### config.mk
export PLATFORM = sky130hd
export DESIGN_NAME = capture_timer
export DESIGN_NICKNAME = d
export VERILOG_FILES = /design/src/rtl/ct_pkg.sv /design/src/rtl/ct_sync.sv /design/src/rtl/ct_ctrl.sv /design/src/rtl/ct_counter.sv /design/src/rtl/capture_timer.sv
export SDC_FILE = /design/constraint.sdc
export NUM_CORES = 1
export LEC_CHECK = 0
export BUFFER_PORTS_ARGS = -buffer_cell sky130_fd_sc_hd__buf_2
export CAP_MARGIN = 15
export CORE_MARGIN = 10
export CORE_UTILIZATION = 50
export CTS_BUF_LIST = sky130_fd_sc_hd__clkbuf_16
export DETAILED_ROUTE_END_ITERATION = 16
export GPL_ROUTABILITY_DRIVEN = 0
export PLACE_DENSITY = 0.75
export SLEW_MARGIN = 10
export SYNTH_ARGS = -nofsm -noshare
export SYNTH_HDL_FRONTEND = slang
export SYNTH_SLANG_ARGS = --single-unit
### constraint.sdc
create_clock -name clk -period 2.84 [get_ports clk]
set_input_delay 0.568 -clock clk [delete_from_list [all_inputs] [get_ports clk]]
set_output_delay 0.568 -clock clk [all_outputs]
set_load 0.01 [all_outputs]
### src/rtl/ct_pkg.sv
package ct_pkg;
  localparam logic [3:0] MODE_PULSE  = 4'b0100;
  localparam logic [3:0] MODE_PERIOD = 4'b0101;

  typedef enum logic [1:0] {
    ST_WAIT = 2'd0,
    ST_RUN  = 2'd1,
    ST_HOLD = 2'd2
  } ct_state_t;

  // active edge picker shared by both measurement modes
  function automatic logic pick_edge(input logic rise, input logic fall, input logic sel_fall);
    return sel_fall ? fall : rise;
  endfunction
endpackage

### src/rtl/ct_sync.sv
module ct_sync #(
  parameter int STAGES = 2
) (
  input  logic clk,
  input  logic rst_n,
  input  logic pin,
  output logic rise,
  output logic fall
);
  localparam int LAST = STAGES;
  logic [LAST:0] chain;

  always_ff @(posedge clk or negedge rst_n) begin
    if (!rst_n) chain[0] <= 1'b0;
    else        chain[0] <= pin;
  end

  generate
    for (genvar i = 1; i <= LAST; i++) begin : g_stage
      always_ff @(posedge clk or negedge rst_n) begin
        if (!rst_n) chain[i] <= 1'b0;
        else        chain[i] <= chain[i-1];
      end
    end
  endgenerate

  assign rise = chain[LAST-1] & ~chain[LAST];
  assign fall = ~chain[LAST-1] & chain[LAST];
endmodule

### src/rtl/ct_ctrl.sv
module ct_ctrl
  import ct_pkg::*;
(
  input  logic       clk,
  input  logic       rst_n,
  input  logic       en,
  input  logic [3:0] mode,
  input  logic       inv,
  input  logic       rise,
  input  logic       fall,
  output logic       load_evt,
  output logic       cap_evt,
  output logic       busy,
  output logic       counting
);
  ct_state_t st, st_nx;
  logic is_per, is_pw, act, deact, per_cap, pw_cap, resume;

  assign is_per = (mode == MODE_PERIOD);
  assign is_pw  = (mode == MODE_PULSE);
  assign act    = pick_edge(rise, fall, inv);
  assign deact  = pick_edge(fall, rise, inv);

  assign load_evt = en && (is_per || is_pw) && (st == ST_WAIT) && act;
  assign per_cap  = en && is_per && (st == ST_RUN) && act;
  assign pw_cap   = en && is_pw && (st == ST_RUN) && deact;
  assign resume   = en && is_pw && (st == ST_HOLD) && act;
  assign cap_evt  = per_cap || pw_cap;
  assign busy     = load_evt || cap_evt || resume;
  assign counting = en && (is_per || is_pw) && (st == ST_RUN);

  always_comb begin
    st_nx = st;
    if (!en || !(is_per || is_pw)) st_nx = ST_WAIT;
    else if (load_evt)             st_nx = ST_RUN;
    else if (pw_cap)               st_nx = ST_HOLD;
    else if (resume)               st_nx = ST_RUN;
  end

  always_ff @(posedge clk or negedge rst_n) begin
    if (!rst_n) st <= ST_WAIT;
    else        st <= st_nx;
  end
endmodule

### src/rtl/ct_counter.sv
module ct_counter #(
  parameter int W = 24
) (
  input  logic         clk,
  input  logic         rst_n,
  input  logic         reload,
  input  logic         step,
  input  logic [W-1:0] load_val,
  output logic [W-1:0] cnt,
  output logic         wrap
);
  localparam logic [W-1:0] ALL_ONES = {W{1'b1}};

  // returns {carry, sum}
  function automatic logic [W:0] next_count(input logic [W-1:0] v);
    return {1'b0, v} + {{W{1'b0}}, 1'b1};
  endfunction

  logic [W:0] nxt;
  assign nxt  = next_count(cnt);
  assign wrap = step && nxt[W];

  always_ff @(posedge clk or negedge rst_n) begin
    if (!rst_n)      cnt <= '0;
    else if (reload) cnt <= load_val;
    else if (step)   cnt <= nxt[W-1:0];
  end

  // keeps ALL_ONES meaningful for readers; equals carry condition
  logic unused_ok;
  assign unused_ok = (cnt == ALL_ONES) ^ nxt[W];
endmodule

### src/rtl/capture_timer.sv
module capture_timer #(
  parameter int CNT_W = 24,
  parameter int SYNC_STAGES = 2
) (
  input  logic             clk,
  input  logic             rst_n,
  input  logic             tick,
  input  logic             pin_in,
  input  logic             en,
  input  logic [3:0]       mode,
  input  logic             inv,
  input  logic             restart,
  input  logic             irq_en,
  input  logic [CNT_W-1:0] load_val,
  input  logic             clr_done,
  input  logic             clr_ovf,
  output logic [CNT_W-1:0] cap_val,
  output logic             done,
  output logic             ovf,
  output logic             irq
);
  logic rise, fall;
  logic load_evt, cap_evt, busy, counting;
  logic adv_evt, wrap_evt, reload;
  logic [CNT_W-1:0] cnt;

  ct_sync #(.STAGES(SYNC_STAGES)) u_sync (
    .clk(clk), .rst_n(rst_n), .pin(pin_in), .rise(rise), .fall(fall)
  );

  ct_ctrl u_ctrl (
    .clk(clk), .rst_n(rst_n), .en(en), .mode(mode), .inv(inv),
    .rise(rise), .fall(fall), .load_evt(load_evt), .cap_evt(cap_evt),
    .busy(busy), .counting(counting)
  );

  assign adv_evt = counting && tick && !busy;
  assign reload  = load_evt || (cap_evt && restart);

  ct_counter #(.W(CNT_W)) u_cnt (
    .clk(clk), .rst_n(rst_n), .reload(reload), .step(adv_evt),
    .load_val(load_val), .cnt(cnt), .wrap(wrap_evt)
  );

  always_ff @(posedge clk or negedge rst_n) begin
    if (!rst_n) begin
      cap_val <= '0;
      done    <= 1'b0;
      ovf     <= 1'b0;
    end else begin
      if (cap_evt) cap_val <= cnt;
      if (cap_evt)       done <= 1'b1;
      else if (clr_done) done <= 1'b0;
      if (wrap_evt)      ovf <= 1'b1;
      else if (clr_ovf)  ovf <= 1'b0;
    end
  end

  assign irq = done && irq_en;
endmodule

### Word level (Yosys, flattened, before mapping)

Cells that the tools add are included.

* bits in read-only memories: 0
* input bits: 38
* word-level logic and storage cells: 60
* bits in writable memories: 0
* register bits: 55
* memories kept: 0
* bits in latches: 0
* output and inout port bits: 27

* muxes and demuxes: 12
* divide/modulo/power cells: 0
* multiply operators: 0
* bitwise logic cells: 4
* equal/unequal tests: 4
* reduce and logical (&&, ||, !) cells: 31
* add/sub/neg operators: 1
* magnitude comparators: 0
* shift operators: 0

Operators with widths (count)
* $mux W24: 2
* $add A24 B1 Y25 const B: 1
* $logic_and A1 B1 Y1: 17
* $eq A4 B3 Y1 const B: 2
* $mux W2: 4
* $logic_or A1 B1 Y1: 6
* $mux W1: 6
* $reduce_bool A2 Y1: 3
* $reduce_bool A4 Y1: 1
* $logic_not A1 Y1: 3
* $and A1 B1 Y1: 2
* $eq A2 B1 Y1 const B: 1
* $eq A2 B2 Y1 const B: 1
* $logic_not A2 Y1: 1
* $not A1 Y1: 2

### Logic depth before layout (Yosys ltp)

Gate-level depths: netlist (run 1).

* depth after elaboration: 11
* depth in mapped cells: 8
* mapped depth without buffers: 6

### Modules after synthesis

Synthesis (run 1) repeated with hierarchy kept, for this count alone.

* cell total of the unflattened synthesis: 243
* area, all modules: 2720.1 µm²

Modules (own cells, without submodules)
* ct_counter: instances 1, seq. area each 600.6 µm², area an instance 1365.1 µm², cells each 156
* capture_timer: instances 1, seq. area each 650.6 µm², area an instance 1083.5 µm², cells each 61
* ct_ctrl: instances 1, seq. area each 50.0 µm², area an instance 181.4 µm², cells each 21
* ct_sync: instances 1, seq. area each 75.1 µm², area an instance 90.1 µm², cells each 5

### Worst setup path after synthesis (run 1)

No wires, ideal clock.

* path kind: in2reg
* start: input mode[0]
* end: register u_cnt.cnt[6]
* path buffers: 2
* stages on the path: 7
* arrival time: 2186 ps
* slack: 589 ps
* data required time: 2776 ps
* library setup time: 64 ps
* cells stage by stage: buf_4 -> xnor2_1 -> mux2_4 -> buf_6 -> or4b_1 -> a21oi_1 -> o21a_1

* cells in the longest elaborated chain, start to end: 10
* elaborated cells between the ends (all ways): 25
* classes of those cells: eq/ne: 2; mux: 1; reduce/logical: 22

Ends and longest elaborated chain
* from (decl): line capture_timer.sv:10 `input logic [3:0] mode,`
* $eq A4 B3 Y1, on equally long branches: line ct_ctrl.sv:19, ct_ctrl.sv:20
* $logic_or A1 B1 Y1, or another cell as far along: line ct_ctrl.sv:24, ct_ctrl.sv:30
* $logic_and A1 B1 Y1, on equally long branches
* $logic_and A1 B1 Y1, on equally long branches: line ct_ctrl.sv:24, ct_ctrl.sv:25, ct_ctrl.sv:26
* $logic_and A1 B1 Y1 or $logic_or A1 B1 Y1 (tied branches): line ct_ctrl.sv:24, ct_ctrl.sv:28
* $logic_or A1 B1 Y1 (2 in series): line ct_ctrl.sv:29 `assign busy = load_evt || cap_evt || resume;`
* $logic_not A1 Y1: line capture_timer.sv:37 `assign adv_evt = counting && tick && !busy;`
* $logic_and A1 B1 Y1: line capture_timer.sv:37
* $reduce_bool A2 Y1 (no source line)
* to (signal assigned): line ct_counter.sv:25 `else if (reload) cnt <= load_val;`
* to (signal assigned): line ct_counter.sv:26 `else if (step) cnt <= nxt[W-1:0];`
* to (decl): line ct_counter.sv:9 `output logic [W-1:0] cnt,`

Parallel ways exist; a longest one is shown, timed or not.
A chain may end at the register's enable or synchronous reset.

### Worst setup path in the final report (run 1)

* start: register u_cnt.cnt[1]
* end: register u_cnt.cnt[16]

* cells in the longest elaborated chain, start to end: 3

Ends and longest elaborated chain
* $add A24 B1 Y25: line ct_counter.sv:16 `return {1'b0, v} + {{W{1'b0}}, 1'b1};`
* $mux W24: line ct_counter.sv:26
* $mux W24: line ct_counter.sv:25

No other way between the ends. The select of a mux whose other input is x is not followed.

==> results of run 1 <==
==> synth_stat cells, types with 5 or more instances <==
master	count	area share, %
o32ai_1	5	1.5
xnor2_1	5	1.5
nor3_1	6	1.1
nand3_1	13	2.3
nand2_1	21	2.8
buf_2	8	1.4
a31oi_1	5	1.1
a21oi_1	14	2.5
nor2_1	20	2.6
or3_1	5	1.1
nand4_1	6	1.3
mux2_2	22	8.7
dfrtp_1	55	48
and4_1	5	1.5
inv_1	6	0.79
and2_1	6	1.3
clkbuf_1	5	0.66
o21ai_0	14	2.5
==> worst reg2reg max path, stage by stage (launching register included) <==
cell and delay (ns):
dfrtp_1 0.41, ha_1 0.30, nand2_1 0.13, or4_1 0.65, nand2b_1 0.23, nand3_1 0.08
or3b_1 0.33
==> metrics by stage <==
step                      util [%]  instance area [um2]
after CTS                     61.1                 3360
after global routing          61.1                 3360
after floorplan                  -                 2850
final                         61.1                 3360
after detailed placement      58.6                 3230
after global placement        58.6                 3230
==> layer usage <==
metal	vias to the layer above	wire length, um	global-route usage, %
met4	0	82	4.55
met3	9	601	4.08
met5	-	0	0
met2	94	3530	27.2
li1	1146	-	-
met1	1173	2970	20.2
==> state kept, by name (all words and copies together) (netlist names) <==
name and flops:
cap_val 24, u_cnt.cnt 24, u_sync.chain 3, u_ctrl.st 2
done 1, ovf 1
==> logic make-up (layout without fill, tap and decap cells) <==
logic type	Yosys count	after routing
adders and majority gates	1	1
DFF	55	55
muxes	25	25
and+or+nand+nor	109	109
AOI/OAI and AO/OA	59	59
buffers and inverters	22	84
xor gates and xnor gates	7	7
==> worst max-delay path by stage <==
stage	endpoint	from	cells past startpoint	slack, ns
6_report	u_cnt.cnt[16]$_DFFE_PN0P_	u_cnt.cnt[1]$_DFFE_PN0P_	6	0.59
5_1_grt	u_cnt.cnt[16]$_DFFE_PN0P_	u_cnt.cnt[1]$_DFFE_PN0P_	6	0.42
4_1_cts	u_cnt.cnt[16]$_DFFE_PN0P_	u_cnt.cnt[1]$_DFFE_PN0P_	6	0.60
3_5_place_dp	u_cnt.cnt[12]$_DFFE_PN0P_	inv	6	0.37
3_3_place_gp	u_cnt.cnt[12]$_DFFE_PN0P_	inv	6	0.44
2_1_floorplan	u_cnt.cnt[6]$_DFFE_PN0P_	mode[0]	7	0.59
==> power by group through the flow <==
stage	clock network (mW)	logic (mW)	registers, mW
2_1_floorplan	0	0.198	0.949
3_3_place_gp	0	0.236	1.01
3_5_place_dp	0	0.241	1.02
4_1_cts	0.585	0.242	1.00
5_1_grt	0.620	0.272	1.02
6_report	0.574	0.241	1.00
==> layout make-up <==
class                           count  area share (%)
Clock buffer                        5            3.72
Multi-Input combinational cell    201            40.7
Clock inverter                      2           0.260
Inverter                            6           0.670
Timing Repair Buffer               71            11.1
Tap cell                           72            2.68
Sequential cell                    55            40.9
==> summary.txt, run 1 <==
Outcome = finished, final reports clean
Post-CTS setup buffers = 0
ANT cells = 0
Most common cell after layout, fill and taps aside = buf_2
DRT antenna net count = 0
CP Buf/Inv Count = 0
Largest net degree at the start of global routing = 27
Multi-input gate area = 0.00137 mm2
Overall power = 1.82 mW
Syn Area/Cell = 10.2 um2
Area Overhead vs Synth = 18.1%
R2R Path End = u_cnt.cnt[16]$_DFFE_PN0P_
Maximum vdd ir drop = 286 uV
Seq pwr share = 55.2%
CP max FO = 8
Drt drc = 0
Initial core utilization = 51.7%
R2R Path Start = u_cnt.cnt[1]$_DFFE_PN0P_
Final max-slew violation count = 0
Synth unique cells = 55
Gate power share = 13.2%
Fillers = 482
Pre-Repair DR Iteration Count = 6
Filler-free cell count of the finished design = 412
Core area = 0.00551 mm2
RSZ-0062 raised after global routing = no
Setup ws final = 0.587 ns
Register area = 0.00138 mm2
Hold slack = 0.220 ns
Hpwl dp = 5480 um
Clock buffer count from CTS = 5
Clock Tree Root = clkbuf_16
IO Pins = 65
Main combinational cell family by area after synthesis = simple AND/OR/NAND/NOR gates
Switch share = 28.1%
LEAKAGE = 1.58 nW
Crit path capture type = flop
Share of cells above drive strength 1 = 33.2%
Post-cts resize count = 0
Yosys warnings = 0
Synth Area in Compound Gates = 13.8%
Headroom to the max-slew limit = 32.4%
Worst Path Required = 3.01 ns
Xor/xnor share of the synthesized area = 2.15%
CP Cell Sequence = ha_1 > nand2_1 > or4_1 > nand2b_1 > nand3_1 > or3b_1
Syn nets = 317
Largest delay contributor family on the critical path = simple AND/OR/NAND/NOR gates
DIE WIDTH = 95.5 um
Die Ht = 95.5 um
Reg clk slew, reported paths = 0.07 ns
Pre-CTS setup slack = 0.375 ns
First-pass GRT wire length = 11900 um
Max Buffers Root-to-Sink = 2
Startpoint Class = flop
Commonest cells after routing, fill and taps aside = buf_2, dfrtp_1, mux2_2, nand2_1, nor2_1
Setup Crit Path Kind = flop to flop
EDFF count, synth = 0
Clk pwr share = 31.6%
GRT Total Usage = 16.2%
Hold-fix buffers, CTS = 0
TritonCTS clock tree = done
P_int = 1.31 mW
Power density cells = 540 mW/mm2
WP data arrival = 2.42 ns
Synth Area in Adders = 0.439%
# nets final = 379
H-tree lvl count = 2
Via-to-Cell Ratio = 5.88
Cell Area, Synth = 0.00285 mm2
Number of buffers added on ports = 64
Register-to-Register Path Depth = 6
Setup TNS = 0 ns
Initial antenna violation count = 0
Multiplexer share of the synthesized area = 9.93%
Final Setup Violations = 0
Slowest stage cell, crit path = or4_1
Min Tclk post-route = 2.25 ns
Max-cap violations = 0
Clock Skew = 0.00501 ns
Inst Count DP = 405
Asr flop ratio synth = 100%
Register area share after synthesis = 48.3%
F_max = 0.444 GHz
Via Count = 2422
Clk sink count = 55
Num rows = 27
Worst Hold Class = input port to async pin
Top FF cell, synth = dfrtp_1
Drt wl/cell = 17.5 um
FF+latch count, synth = 55
Vias in the first global route = 2426
Syn Inst Count = 278
Hold Vio Cnt, Final = 0
Iter 0 DRT Violations = 236
Die area = 0.00911 mm2
Clock Latency Late Sink = 0.29 ns
NetSw = 0.510 mW
Worst-margin pin slew = 1.01 ns
Grt ovf = 0
Max stage delay on crit path = 0.65 ns
Routed WL = 7190 um
Fin crit share = 79.3%
Synth Area in Simple Gates = 21.6%
R2R setup slack = 0.59 ns
Power figures use the tool's default switching activity.
==> inputs of run 2 (changes only) <==
Settings changed: CORE_UTILIZATION 50 to 49, PLACE_DENSITY 0.75 to 0.76.
Clock period 2.84 ns to 2 ns, I/O delays scaled along.
==> run 2 against run 1 <==
  * Setup slack worse by 0.53 ns
  * Sequential power up 36%
  * Non-clock buffer count up 40
  * Worst hold slack worse by 0.13 ns
  * Combinational power up 140%
  * Clock skew down 0.00085 ns
  * Power up 53%
  * Fmax up 16%
  * Die area up 1.6%
  * Sequential cell count unchanged
  * Sequential share of layout area down 4.6 points
  * Largest cell class is now multi-input combinational cells
==> summary.txt, run 2 (synthesis results as in run 1) <==
Worst Hold Class = input port to async pin
Drt drc = 0 (unchanged)
Hold Vio Cnt, Final = 0 (unchanged)
CP max FO = 6 (-2)
Pre-CTS setup slack = -0.232 ns (-0.607 ns)
Top Registers = cap_val x24, u_cnt.cnt x24, u_sync.chain x3
Largest delay contributor family on the critical path = simple AND/OR/NAND/NOR gates
H-tree lvl count = 2 (unchanged)
Hpwl dp = 6040 um (+10%)
Core area = 0.00557 mm2 (+1.2%)
Iter 0 DRT Violations = 109 (-54%)
Initial core utilization = 51.1% (-0.63 points)
TritonCTS clock tree = done
Via-to-Cell Ratio = 5.65 (-3.9%)
Maximum vdd ir drop = 406 uV (+42%)
Slowest stage cell, crit path = or4_4
GRT Total Usage = 17.3% (+1.1 points)
Worst-margin pin slew = 0.552 ns (-0.463 ns)
Setup Crit Path Kind = flop to flop
Multi-input gate area = 0.00145 mm2 (+6.3%)
Setup TNS = 0 ns (unchanged)
Area Overhead vs Synth = 33.0%
CP Launch Point = u_cnt.cnt[0]$_DFFE_PN0P_
Outcome = finished, final reports clean
Commonest cells after routing, fill and taps aside = buf_2, dfrtp_1, buf_4, mux2_2, nand2_1
Final max-slew violation count = 0 (unchanged)
ANT cells = 0 (unchanged)
LEAKAGE = 1.80 nW (+14%)
CP Cell Sequence = ha_2 > nand2_2 > or4_4 > nand2b_4 > nand3_1 > or3b_1
DRT antenna net count = 0 (unchanged)
Overall power = 2.79 mW (+53%)
Hold-fix buffers, CTS = 0 (unchanged)
Fillers = 436 (-9.5%)
R2R Path Start = u_cnt.cnt[0]$_DFFE_PN0P_
Initial antenna violation count = 0 (unchanged)
Die area = 0.00926 mm2 (+1.6%)
Reg clk slew, reported paths = 0.07 ns (about the same)
Hold slack = 0.0888 ns (-0.131 ns)
Share of cells above drive strength 1 = 43.8% (+11 points)
Min Tclk post-route = 1.94 ns (-0.310 ns)
Final Setup Violations = 0 (unchanged)
First-pass GRT wire length = 12800 um (+7.6%)
DIE WIDTH = 96.2 um (+0.80%)
Routed WL = 7850 um (+9.2%)
Inst Count DP = 441 (+8.9%)
Setup ws final = 0.0566 ns (-0.530 ns)
Worst Path Required = 2.17 ns (-0.84 ns)
Filler-free cell count of the finished design = 453 (+10%)
Die Ht = 96.2 um (+0.80%)
Largest net degree at the start of global routing = 34 (+26%)
Clock buffer count from CTS = 5 (unchanged)
Grt ovf = 0 (unchanged)
Final Cell Area = 0.00379 mm2 (+13%)
Max Buffers Root-to-Sink = 2 (unchanged)
Max-cap violations = 0 (unchanged)
Placed Area = 0.00354 mm2 (+9.7%)
Clock Tree Root = clkbuf_16
Register area = 0.00138 mm2 (unchanged)
Startpoint Class = flop
Headroom to the max-slew limit = 63.2% (+31 points)
Most common cell after layout, fill and taps aside = buf_2
Drt wl/cell = 17.3 um (-0.73%)
Vias in the first global route = 2685 (+11%)
Power density cells = 736 mW/mm2 (+36%)
Crit path capture type = flop
Clock Latency Late Sink = 0.29 ns (about the same)
Util after Layout = 67.9% (+6.8 points)
F_max = 0.515 GHz (+16%)
CP Buf/Inv Count = 0 (unchanged)
Num rows = 27 (unchanged)
# nets final = 419 (+11%)
Pre-Repair DR Iteration Count = 4 (-2)
Via Count = 2559 (+5.7%)
IO Pins = 65 (unchanged)
Clock Skew = 0.00416 ns (-0.000852 ns)
WP data arrival = 2.12 ns (-0.30 ns)
Max stage delay on crit path = 0.58 ns (-0.07 ns)
Fin crit share = 97.2% (+18 points)
Number of buffers added on ports = 64 (unchanged)
Clk sink count = 55 (unchanged)
[run 2: cell types whose count changed in the layout (fill, tap and decap cells not counted), moves of 2 or more]
cell and change:
buf_12 +2, buf_4 +38, clkinvlp_4 +2, nor2_1 -2, nor2_2 +2, nor3_1 -2
nor3_2 +2, or3b_2 -2, or3b_4 +2
[run 2: final cells by class]
class | instances | share of cell area [%]
repair buffers | 111 | 18.4
well taps | 72 | 2.38
inverters | 6 | 0.595
flip-flops and latches | 55 | 36.4
multi-input cells | 201 | 38.4
clock buffers | 5 | 3.30
clock inverters | 3 | 0.529
[run 2: worst paths after layout]
kind / slack (ns) / depth (start not counted) / end
max reg2reg: 0.06 / 6 / u_cnt.cnt[16]$_DFFE_PN0P_
min: 0.09 / 1 / cap_val[21]$_DFFE_PN0P_
max in group asynchronous: 1.35 / 2 / u_cnt.cnt[13]$_DFFE_PN0P_
min reg2reg: 0.36 / 0 / u_sync.chain[1]$_DFF_PN0_
min in group clk: 0.21 / 1 / u_sync.chain[0]$_DFF_PN0_
max: 0.06 / 6 / u_cnt.cnt[16]$_DFFE_PN0P_
[run 2: report_power, final]
| group | leakage [nW] | switching (mW) | internal [mW] |
|---|---|---|---|
| sequential | 0.716 | 0.124 | 1.23 |
| combinational | 1.02 | 0.292 | 0.288 |
| clock | 0.0658 | 0.389 | 0.462 |
[run 2: timing repair]
action	in CTS	in global routing
pin swaps	0	7
setup buffers	0	4
endpoints found under the setup margin	7	18
gates resized for setup	3	12
hold endpoints to repair	0	0
[run 2: routing by layer]
metal	vias to the layer above	track usage, %	routed length [um]
met5	-	0	0
met4	0	6.27	206
met3	21	3.89	631
met2	102	30.0	3900
met1	1213	20.5	3110
li1	1223	-	-
[run 2: worst register-to-register path: stages (launching register included)]
cell      delay, ns
dfrtp_1        0.37
ha_2           0.21
nand2_2        0.08
or4_4          0.58
nand2b_4       0.17
nand3_1        0.08
or3b_1         0.34
